File: src/rtl/irq_tree_pkg.sv
package irq_tree_pkg;
  // configuration byte fields (decoded by the block cells)
  localparam int CB_LVL  = 0;
  localparam int CB_MFE  = 1;
  localparam int CB_MRE  = 2;
  localparam int CB_CLR  = 3;
  localparam int CB_IDX  = 4;
  localparam int CB_WEN  = 7;
  localparam int MAX_MASTERS = 4;

  typedef struct packed {
    logic lvl;
    logic mfe;
    logic mre;
  } line_cfg_t;

  localparam line_cfg_t CFG_RESET = '{lvl: 1'b0, mfe: 1'b1, mre: 1'b1};

  typedef enum logic [3:0] {
    RA_ROOT = 4'd0,
    RA_MST0 = 4'd1,
    RA_MST1 = 4'd2,
    RA_MST2 = 4'd3,
    RA_MST3 = 4'd4,
    RA_BSEL = 4'd5,
    RA_STAT = 4'd6,
    RA_CFG  = 4'd7,
    RA_LIVE = 4'd8
  } reg_addr_e;
endpackage

File: src/rtl/irq_sync.sv
module irq_sync #(
  parameter int W = 8
) (
  input  logic         clk,
  input  logic         rst,
  input  logic [W-1:0] d_in,
  output logic [W-1:0] lvl_now,
  output logic [W-1:0] lvl_prev
);
  logic [W-1:0] stage1;

  always_ff @(posedge clk) begin
    if (rst) begin
      stage1   <= '0;
      lvl_now  <= '0;
      lvl_prev <= '0;
    end else begin
      stage1   <= d_in;
      lvl_now  <= stage1;
      lvl_prev <= lvl_now;
    end
  end
endmodule

File: src/rtl/irq_block_cell.sv
module irq_block_cell
  import irq_tree_pkg::*;
#(
  parameter int LINES = 8
) (
  input  logic             clk,
  input  logic             rst,
  input  logic [LINES-1:0] lvl_now,
  input  logic [LINES-1:0] lvl_prev,
  input  logic             cfg_sel,
  input  logic [7:0]       cfg_byte,
  output logic [LINES-1:0] status
);
  localparam int IDXW = $clog2(LINES);

  logic [IDXW-1:0] idx;
  logic            wen;
  assign idx = cfg_byte[CB_IDX +: IDXW];
  assign wen = cfg_sel && cfg_byte[CB_WEN];

  for (genvar i = 0; i < LINES; i++) begin : g_line
    line_cfg_t cfg_q;
    logic      hit;
    logic      trig;

    assign hit = wen && (idx == IDXW'(i));

    always_comb begin
      if (cfg_q.lvl)
        trig = (!cfg_q.mre && lvl_now[i]) || (!cfg_q.mfe && !lvl_now[i]);
      else
        trig = (!cfg_q.mre && lvl_now[i] && !lvl_prev[i]) ||
               (!cfg_q.mfe && !lvl_now[i] && lvl_prev[i]);
    end

    always_ff @(posedge clk) begin
      if (rst) begin
        cfg_q     <= CFG_RESET;
        status[i] <= 1'b0;
      end else begin
        if (hit) begin
          cfg_q.lvl <= cfg_byte[CB_LVL];
          cfg_q.mfe <= cfg_byte[CB_MFE];
          cfg_q.mre <= cfg_byte[CB_MRE];
        end
        if (hit && cfg_byte[CB_CLR])
          status[i] <= 1'b0;
        else if (trig)
          status[i] <= 1'b1;
      end
    end
  end
endmodule

File: src/rtl/irq_summary.sv
module irq_summary
  import irq_tree_pkg::*;
#(
  parameter int NB = 10,
  parameter int NM = 2
) (
  input  logic [NB*8-1:0]         line_status,
  output logic [MAX_MASTERS*8-1:0] mst_bits,
  output logic [7:0]              root_sum
);
  logic [NB-1:0] blk_any;

  for (genvar b = 0; b < NB; b++) begin : g_blk
    assign blk_any[b] = |line_status[b*8 +: 8];
  end

  for (genvar m = 0; m < MAX_MASTERS; m++) begin : g_mst
    for (genvar i = 0; i < 8; i++) begin : g_bit
      if (m*8 + i < NB) begin : g_on
        assign mst_bits[m*8 + i] = blk_any[m*8 + i];
      end else begin : g_off
        assign mst_bits[m*8 + i] = 1'b0;
      end
    end
    if (m < NM) begin : g_root_on
      assign root_sum[m+1] = |mst_bits[m*8 +: 8];
    end else begin : g_root_off
      assign root_sum[m+1] = 1'b0;
    end
  end

  assign root_sum[0] = 1'b0;
  assign root_sum[7:MAX_MASTERS+1] = '0;
endmodule

File: src/rtl/irq_tree_ctrl.sv
module irq_tree_ctrl
  import irq_tree_pkg::*;
#(
  parameter int NUM_LINES = 80
) (
  input  logic                 clk,
  input  logic                 rst,
  input  logic [NUM_LINES-1:0] lines_in,
  input  logic [3:0]           reg_addr,
  input  logic                 reg_wr,
  input  logic [7:0]           reg_wdata,
  input  logic                 reg_rd,
  output logic [7:0]           reg_rdata,
  output logic                 irq_out
);
  localparam int NB = (NUM_LINES + 7) / 8;
  localparam int NM = (NB + 7) / 8;
  localparam int LP = NB * 8;

  logic [LP-1:0]               line_pad;
  logic [LP-1:0]               lvl_now;
  logic [LP-1:0]               lvl_prev;
  logic [LP-1:0]               stat_flat;
  logic [MAX_MASTERS*8-1:0]    mst_bits;
  logic [7:0]                  root_sum;
  logic [7:0]                  blk_sel_q;
  logic                        cfg_wr;
  logic [7:0]                  rmux;
  logic [7:0]                  sel_stat;
  logic [7:0]                  sel_live;

  assign line_pad = LP'(lines_in);
  assign cfg_wr   = reg_wr && (reg_addr == RA_CFG);

  irq_sync #(.W(LP)) u_sync (
    .clk      (clk),
    .rst      (rst),
    .d_in     (line_pad),
    .lvl_now  (lvl_now),
    .lvl_prev (lvl_prev)
  );

  for (genvar b = 0; b < NB; b++) begin : g_cell
    irq_block_cell #(.LINES(8)) u_cell (
      .clk      (clk),
      .rst      (rst),
      .lvl_now  (lvl_now[b*8 +: 8]),
      .lvl_prev (lvl_prev[b*8 +: 8]),
      .cfg_sel  (cfg_wr && (blk_sel_q == 8'(b))),
      .cfg_byte (reg_wdata),
      .status   (stat_flat[b*8 +: 8])
    );
  end

  irq_summary #(.NB(NB), .NM(NM)) u_sum (
    .line_status (stat_flat),
    .mst_bits    (mst_bits),
    .root_sum    (root_sum)
  );

  always_ff @(posedge clk) begin
    if (rst)
      blk_sel_q <= '0;
    else if (reg_wr && (reg_addr == RA_BSEL))
      blk_sel_q <= reg_wdata;
  end

  always_comb begin
    sel_stat = '0;
    sel_live = '0;
    for (int b = 0; b < NB; b++) begin
      if (blk_sel_q == 8'(b)) begin
        sel_stat = stat_flat[b*8 +: 8];
        sel_live = lvl_now[b*8 +: 8];
      end
    end
  end

  always_comb begin
    case (reg_addr_e'(reg_addr))
      RA_ROOT: rmux = root_sum;
      RA_MST0: rmux = mst_bits[0 +: 8];
      RA_MST1: rmux = mst_bits[8 +: 8];
      RA_MST2: rmux = mst_bits[16 +: 8];
      RA_MST3: rmux = mst_bits[24 +: 8];
      RA_BSEL: rmux = blk_sel_q;
      RA_STAT: rmux = sel_stat;
      RA_LIVE: rmux = sel_live;
      default: rmux = '0;
    endcase
  end

  always_ff @(posedge clk) begin
    if (rst) begin
      reg_rdata <= '0;
      irq_out   <= 1'b0;
    end else begin
      if (reg_rd)
        reg_rdata <= rmux;
      irq_out <= |root_sum;
    end
  end
endmodule

File: config.mk
export PLATFORM = sky130hd
export DESIGN_NAME = irq_tree_ctrl
export DESIGN_NICKNAME = d
export VERILOG_FILES = /design/src/rtl/irq_tree_pkg.sv /design/src/rtl/irq_sync.sv /design/src/rtl/irq_block_cell.sv /design/src/rtl/irq_summary.sv /design/src/rtl/irq_tree_ctrl.sv
export SDC_FILE = /design/constraint.sdc
export NUM_CORES = 1
export LEC_CHECK = 0
export ABC_AREA = 1
export BUFFER_PORTS_ARGS = -buffer_cell sky130_fd_sc_hd__buf_4
export CORE_MARGIN = 2
export CORE_UTILIZATION = 55
export DETAILED_ROUTE_END_ITERATION = 6
export GPL_ROUTABILITY_DRIVEN = 0
export GPL_TIMING_DRIVEN = 1
export PLACE_DENSITY_LB_ADDON = 0.15
export RECOVER_POWER = 25
export SETUP_SLACK_MARGIN = 0.5
export SLEW_MARGIN = 20
export SYNTH_ARGS = -nofsm -noshare
export SYNTH_HDL_FRONTEND = slang
export SYNTH_SLANG_ARGS = --single-unit
File: constraint.sdc
create_clock -name clk -period 1.63 [get_ports clk]
set_input_delay 0.0815 -clock clk [delete_from_list [all_inputs] [get_ports clk]]
set_output_delay 0.0815 -clock clk [all_outputs]
set_load 0.03 [all_outputs]
### Yosys cells after proc, flatten, opt, wreduce, memory -nomap -nowiden

Index checks and enable logic that the tools add are counted.

| word-level totals | value |
|---|---|
| flip-flop bits (word level) | 577 |
| logic and storage cells | 1527 |
| output and inout port bits | 9 |

| cells by class | value |
|---|---|
| reduce and logical (&&, ||, !) cells | 1078 |
| equal/unequal tests | 22 |
| mux-type cells | 101 |

Operators by type and width:

| cell | count |
|---|---|
| 1-bit logical AND | 502 |
| 1-bit logical NOT | 320 |
| 1-bit logical OR | 160 |
| 8-bit 2-to-1 mux | 20 |
| 2-bit OR reduction | 80 |
| 1-bit 2-to-1 mux | 80 |
| 8-bit OR reduction | 10 |
| 80-bit OR reduction | 1 |
| 64-bit OR reduction | 1 |
| 8-bit one-hot mux with 6 select lines | 1 |
| 8-bit by 3-bit equality test with 1-bit output, second input constant | 4 |
| 8-bit by 2-bit equality test with 1-bit output, second input constant | 2 |
| 8-bit by 4-bit equality test with 1-bit output, second input constant | 2 |
| 16-bit OR reduction | 1 |
| 3-bit equality test, second input constant | 4 |
| 4-bit by 3-bit equality test with 1-bit output, second input constant | 3 |
| 8-bit by 1-bit equality test with 1-bit output, second input constant | 1 |
| 8-bit logical NOT | 1 |
| 3-bit by 2-bit equality test with 1-bit output, second input constant | 2 |
| 4-bit by 1-bit equality test with 1-bit output, second input constant | 1 |
| 4-bit by 2-bit equality test with 1-bit output, second input constant | 1 |
| 4-bit equality test, second input constant | 1 |
| 4-bit logical NOT | 1 |
| 3-bit by 1-bit equality test with 1-bit output, second input constant | 1 |
| 3-bit logical NOT | 1 |

### Logic depth before layout (Yosys ltp)

| logic depth | value |
|---|---|
| depth after elaboration | 12 |
| depth in mapped cells | 16 |

### Cells and area by module

From an unflattened synthesis, not the netlist that was laid out.

| unflattened totals | value |
|---|---|
| cells, all modules | 3982 |
| area total of the unflattened synthesis | 25856.0 µm² |

Modules (own cells, without submodules):

| module | seq. area each (µm²) | cells an instance | instances | area an instance (µm²) |
|---|---|---|---|---|
| irq_block_cell | 640.6 | 261 | 10 | 1575.3 |
| irq_sync | 4804.6 | 747 | 1 | 6885.4 |
| irq_tree_ctrl | 340.3 | 513 | 1 | 2676.3 |
| irq_summary | 0.0 | 112 | 1 | 541.8 |

### Least setup slack after synthesis

Ideal clock, no wire load.

| timing | value |
|---|---|
| path kind | reg2reg |
| start | register blk_sel_q[1] |
| end | register g_cell[6].u_cell.status[1] |
| slack | -0.168 ns |
| cell stages (with the launch flop) | 9 |
| setup time | 0.122 ns |
| period minus slack after synthesis | 1.798 ns |
| arrival | 1.676 ns |
| data required time | 1.508 ns |
| buffers on the path | 1 |
| cells stage by stage | dfxtp_1 > inv_1 > nor2_1 > nand2_1 > clkbuf_1 > nor2_1 > nand2_1 > o21ai_0 > a21oi_1 |

| on the way | value |
|---|---|
| cells in the longest elaborated chain, start to end | 6 |

Ends and longest elaborated chain:

| what | RTL line | text |
|---|---|---|
| start, declared | irq_tree_ctrl.sv:26 | `logic [7:0] blk_sel_q;` |
| start signal, assigned | irq_tree_ctrl.sv:65 | `blk_sel_q <= reg_wdata;` |
| 8-bit by 3-bit equality test with 1-bit output | irq_tree_ctrl.sv:49 | `.cfg_sel (cfg_wr && (blk_sel_q == 8'(b))),` |
| 1-bit logical AND | irq_tree_ctrl.sv:49 |  |
| 1-bit logical AND | irq_block_cell.sv:19 | `assign wen = cfg_sel && cfg_byte[CB_WEN];` |
| 1-bit logical AND | irq_block_cell.sv:26 | `assign hit = wen && (idx == IDXW'(i));` |
| 1-bit logical AND | irq_block_cell.sv:46 | `if (hit && cfg_byte[CB_CLR])` |
| 2-bit OR reduction (no line) | -- |  |
| end signal, assigned by index | irq_block_cell.sv:39 | `status[i] <= 1'b0;` |
| end signal, assigned by index | irq_block_cell.sv:47 | `status[i] <= 1'b0;` |
| end signal, assigned by index | irq_block_cell.sv:49 | `status[i] <= 1'b1;` |
| end, declared | irq_block_cell.sv:12 | `output logic [LINES-1:0] status` |

No other way between the ends.
A chain may end at the register's enable or synchronous reset.

### Worst setup path in the final report

| timing | value |
|---|---|
| start | register blk_sel_q[0] |
| end | register reg_rdata[4] |

| on the way | value |
|---|---|
| cells in the longest elaborated chain, start to end | 12 |
| elaborated cells on any way between the ends | 31 |
| classes of those cells | eq/ne: 9; mux: 21; reduce/logical: 1 |

Ends and longest elaborated chain:

| what | RTL line | text |
|---|---|---|
| 8-bit logical NOT | irq_tree_ctrl.sv:72 | `if (blk_sel_q == 8'(b)) begin` |
| 8-bit 2-to-1 mux (10 in a row) | irq_tree_ctrl.sv:72 |  |
| 8-bit one-hot mux with 6 select lines * | irq_tree_ctrl.sv:80 | `case (reg_addr_e'(reg_addr))` |
| end signal, assigned | irq_tree_ctrl.sv:99 | `reg_rdata <= rmux;` |
| end, declared | irq_tree_ctrl.sv:13 | `output logic [7:0] reg_rdata,` |

Every way passes the cells marked *; elsewhere a longest branch is shown, timed or not.

==> results.txt <==
----------------------------------------------------
[Synth]
  Number of distinct library cells after synthesis ... 31
  Top cell type's share of synthesized area ... 52.99%
  Post-synth top area cell ... sky130_fd_sc_hd__dfxtp_1
  Most area-consuming cells after synthesis ... sky130_fd_sc_hd__dfxtp_1, sky130_fd_sc_hd__nor2_1, sky130_fd_sc_hd__nand2_1
  EDFF count, synth ... 0
  Post-synth top flop ... sky130_fd_sc_hd__dfxtp_1
  Synthesized cell area ... 21800 µm²
  Number of warnings issued by yosys ... 0
  Total nets after synthesis ... between 2000 and 3000
  Number of register bits inferred by synthesis ... 577
  Post-synthesis area per instance ... 7.598 µm²
  Sequential area share after synthesis ... between 50% and 60%
  Post-Synthesis Cells ... ~2900
  Asr flop ratio synth ... 0%

[STA]
  Max Slew Vio Count ... 0
  FMAX ... roughly 0.5 GHz
  Slew at the pin with the worst max-slew slack ... 790.6 ps
  Worst Hold Margin ... -202.2 ps
  Total of endpoints with negative setup slack in the final report ... 292
  Layout Skew ... around 24 ps
  Number of failing hold endpoints at the final stage ... 29
  Worst path setup slack after routing ... -417.6 ps
  RSZ-0062 raised after global routing ... yes
  Final cycle utilization of the critical path ... 125.6%
  Relative max-transition margin ... 47.30%
  Min Clock Period, post-route ... a little over 2000 ps
  Final-layout setup total negative slack ... -51360 ps

[Power and ir drop]
  VDD IR max ... between 0.9 and 1 mV
  Leakage ... ~13 nW
  Share of power burned in combinational logic ... a little over 6%
  Switching power as a share of total power ... between 20% and 30%
  Clock share of power ... 45.0%
  Sw Pwr ... around 0.007 W
  Power Internal ... ~0.023 W
  Register share of total power ... 48.8%
  Power density over the cells ... about 990 nW/µm²

[Routing]
  Remaining DRCs ... 1
  Number of nets with antenna violations after routing ... 0
  Routed wire length ... 71320 µm
  Routed vias/inst ... approximately 5.6
  DR pass1 iterations ... 7
  WL met2 ... ~34000 µm
  Detail Route met3 WL ... about 5800 µm
  Average routed wire per standard cell ... about 19 µm
  Highest layer used for signal routing ... met4
  Metal1 wirelength ... ~27000 µm
  Initial DRC count ... 2023
  Via count ... 21100

[Floorplan]
  Chip width ... 203.1 µm
  Standard-cell rows ... between 70 and 80
  Vertical die dimension ... 203.1 µm
  Die Outline Area ... a little over 40000 µm²
  Initial standard-cell utilization of the core ... 56.01%
  Number of top-level pins ... about 110
  Core area ... 38920 µm²

[Clock tree]
  CTS clock-pin slew for the worst setup and hold paths ... ~70 ps
  CTS Root Buffer Type ... sky130_fd_sc_hd__clkbuf_16
  Inserted Clock Buffers ... 56
  Insertion delay to the later sink of the worst-skew pair ... 610 ps
  Maximum number of buffers from clock root to sink ... 3
  CTS H-tree depth ... 2
  TritonCTS sink count ... a little under 600
  CTS tree ... done

[GRT]
  Largest net degree at the start of global routing ... approximately 140
  Global-route wire length before repair ... 109900 µm
  Global routing usage summed across all routing layers ... around a third
  Via count of the first global-routing pass ... roughly 21000
  Initial antenna violation count ... 1
  Total gr overflow ... 0

[Critical path]
  Most repeated library cell on the critical path ... sky130_fd_sc_hd__nand2_1
  Crit start category ... register
  Type of element capturing the critical path ... register
  Highest net fanout along the worst path ... 14
  Data required time at the worst endpoint ... roughly 2200 ps
  Critical path's largest stage delay ... around 340 ps
  Critical path start-end classification ... reg -> reg
  Cell with the biggest individual delay on the critical path ... sky130_fd_sc_hd__dfxtp_2
  Cell Chain, Critical Path ... buf_12 -> nor2_4 -> nand4_1 -> buf_12 -> nor2_1 -> nor2_1 -> nand2_1 -> nand2_2 -> nand3_1 -> nand2_1 -> nand2_1 -> nand2_1 -> nand3_1 -> nand2_1 -> a21oi_1
  Arrival time at the worst endpoint ... around 2600 ps

[Place]
  Number of placed instances, taps included ... 3543
  Number of buffer cells added on primary ports ... approximately 100
  Post-DP HPWL ... between 40000 and 50000 µm

[Status]
  Failing checks ... design-rule violations, negative hold slack, negative setup slack
  Result of the run ... finished with violations

[Run]
  # Max-Cap Violations ... 0

[Final layout]
  # diodes ... 0
  Number of standard cells in the final layout excluding fillers ... approximately 3800
  Share of layout cells above drive strength 1 ... about 25%
  Layout-stage area growth over the synthesis result ... 38.15%
  Final #Nets ... about 3300
  Most common library cell in the layout ignoring fill and taps ... sky130_fd_sc_hd__dfxtp_1
  Most frequent cells in the layout ... sky130_fd_sc_hd__dfxtp_1, sky130_fd_sc_hd__nor2_1, sky130_fd_sc_hd__inv_1

[Min path]
  Hold WC Path Type ... in -> reg

----------------------------------------------------
## cells by family (layout without fill, tap and decap cells)
| kind of cell | count (synthesis) | in the layout | synth area share, % |
|---|---|---|---|
| simple gates | 1082 | 1082 | 20.01 |
| compound gates | 698 | 698 | 18.13 |
| flops | 577 | 577 | 52.99 |
| buf+inv | 512 | 915 | 8.868 |
## flip-flops by register name, indices dropped and copies added, names as in the netlist
name and count:
g_cell.u_cell.g_line.cfg_q 240, g_cell.u_cell.status 80, u_sync.lvl_now 80, u_sync.lvl_prev 80, u_sync.stage1 80, blk_sel_q 8
reg_rdata 8, irq_out 1
## cell usage after synthesis (5+ instances only)
| master | n |
|---|---|
| sky130_fd_sc_hd__a211oi_1 | 8 |
| sky130_fd_sc_hd__a21oi_1 | 270 |
| sky130_fd_sc_hd__and2_1 | 5 |
| sky130_fd_sc_hd__buf_2 | 6 |
| sky130_fd_sc_hd__clkbuf_1 | 113 |
| sky130_fd_sc_hd__dfxtp_1 | 577 |
| sky130_fd_sc_hd__inv_1 | 385 |
| sky130_fd_sc_hd__nand2_1 | 470 |
| sky130_fd_sc_hd__nand3_1 | 53 |
| sky130_fd_sc_hd__nand4_1 | 16 |
| sky130_fd_sc_hd__nor2_1 | 481 |
| sky130_fd_sc_hd__nor2_2 | 6 |
| sky130_fd_sc_hd__nor3_1 | 19 |
| sky130_fd_sc_hd__nor3_2 | 5 |
| sky130_fd_sc_hd__nor4_1 | 15 |
| sky130_fd_sc_hd__o211ai_1 | 160 |
| sky130_fd_sc_hd__o21ai_0 | 227 |
| sky130_fd_sc_hd__o21ai_1 | 21 |
| sky130_fd_sc_hd__o311ai_0 | 8 |
| sky130_fd_sc_hd__or2_2 | 7 |
## power by group through the flow
stage	registers (W)	logic, W	clock network [W]
6_report	0.0145	0.00185	0.0134
4_1_cts	0.0145	0.00172	0.0135
3_3_place_gp	0.0148	0.00135	0
3_5_place_dp	0.0148	0.00138	0
5_1_grt	0.0145	0.00198	0.0141
2_1_floorplan	0.0147	0.000734	0
## repair_timing
action                                  4_1_cts  5_1_grt
endpoints found under the hold margin       136       15
pin swaps                                    31       21
setup buffers                                47        8
cloned                                        1        0
endpoints found under the setup margin      338      338
gates resized for setup                     510      121
hold buffers                                 86        3
## per-layer routing
layer / up-vias / track usage, %
met5: - / 0
li1: 10020 / -
met3: 318 / 6.212
met1: 9809 / 41.08
met2: 949 / 56.46
met4: 0 / 18.74
## stage by stage
| step | hold slack, ps | setup slack (ps) | area [µm²] | power [W] | util, % |
|---|---|---|---|---|---|
| floorplan | 188.5 | -77.51 | 21990 | 0.01548 | - |
| global placement | 279.3 | -551.1 | 24590 | 0.01617 | 63.18 |
| detailed placement | 286.9 | -559.7 | 24590 | 0.01620 | 63.18 |
| CTS | -228.6 | -304.7 | 29460 | 0.02972 | 75.70 |
| global route | -199.1 | -461.3 | 30120 | 0.03060 | 77.38 |
| finish | -202.2 | -417.6 | 30120 | 0.02978 | 77.38 |
## critical path: cells and delay by family, from the launching register on
| kind | cells | cell delay, ps |
|---|---|---|
| flip-flops | 1 | 340 |
| AO/OA/AOI/OAI | 1 | 120 |
| AND/OR/NAND/NOR | 12 | 1140 |
| buffers and inverters | 2 | 360 |
## final timing paths
| path | slack, ps | depth (start not counted) | start | to |
|---|---|---|---|---|
| worst max register to register | -420 | 15 | blk_sel_q[0] | reg_rdata[4] |
| worst max-delay path | -420 | 15 | blk_sel_q[0] | reg_rdata[4] |
| worst min-delay path | -200 | 3 | reg_rd | reg_rdata[0] |
| worst min register to register | 390 | 2 | u_sync.stage1[6] | u_sync.lvl_now[6] |
## cell type report
| class | count | area, µm² |
|---|---|---|
| repair buffers | 423 | 4144 |
| well taps | 518 | 648.1 |
| clock buffers | 84 | 1648 |
| flip-flops and latches | 577 | 11570 |
| clock inverters | 18 | 255.2 |
| fillers | 2567 | 8802 |
| inverters | 390 | 1481 |
| multi-input cells | 1780 | 10370 |
Note: power is estimated with default switching activity, not from simulation.
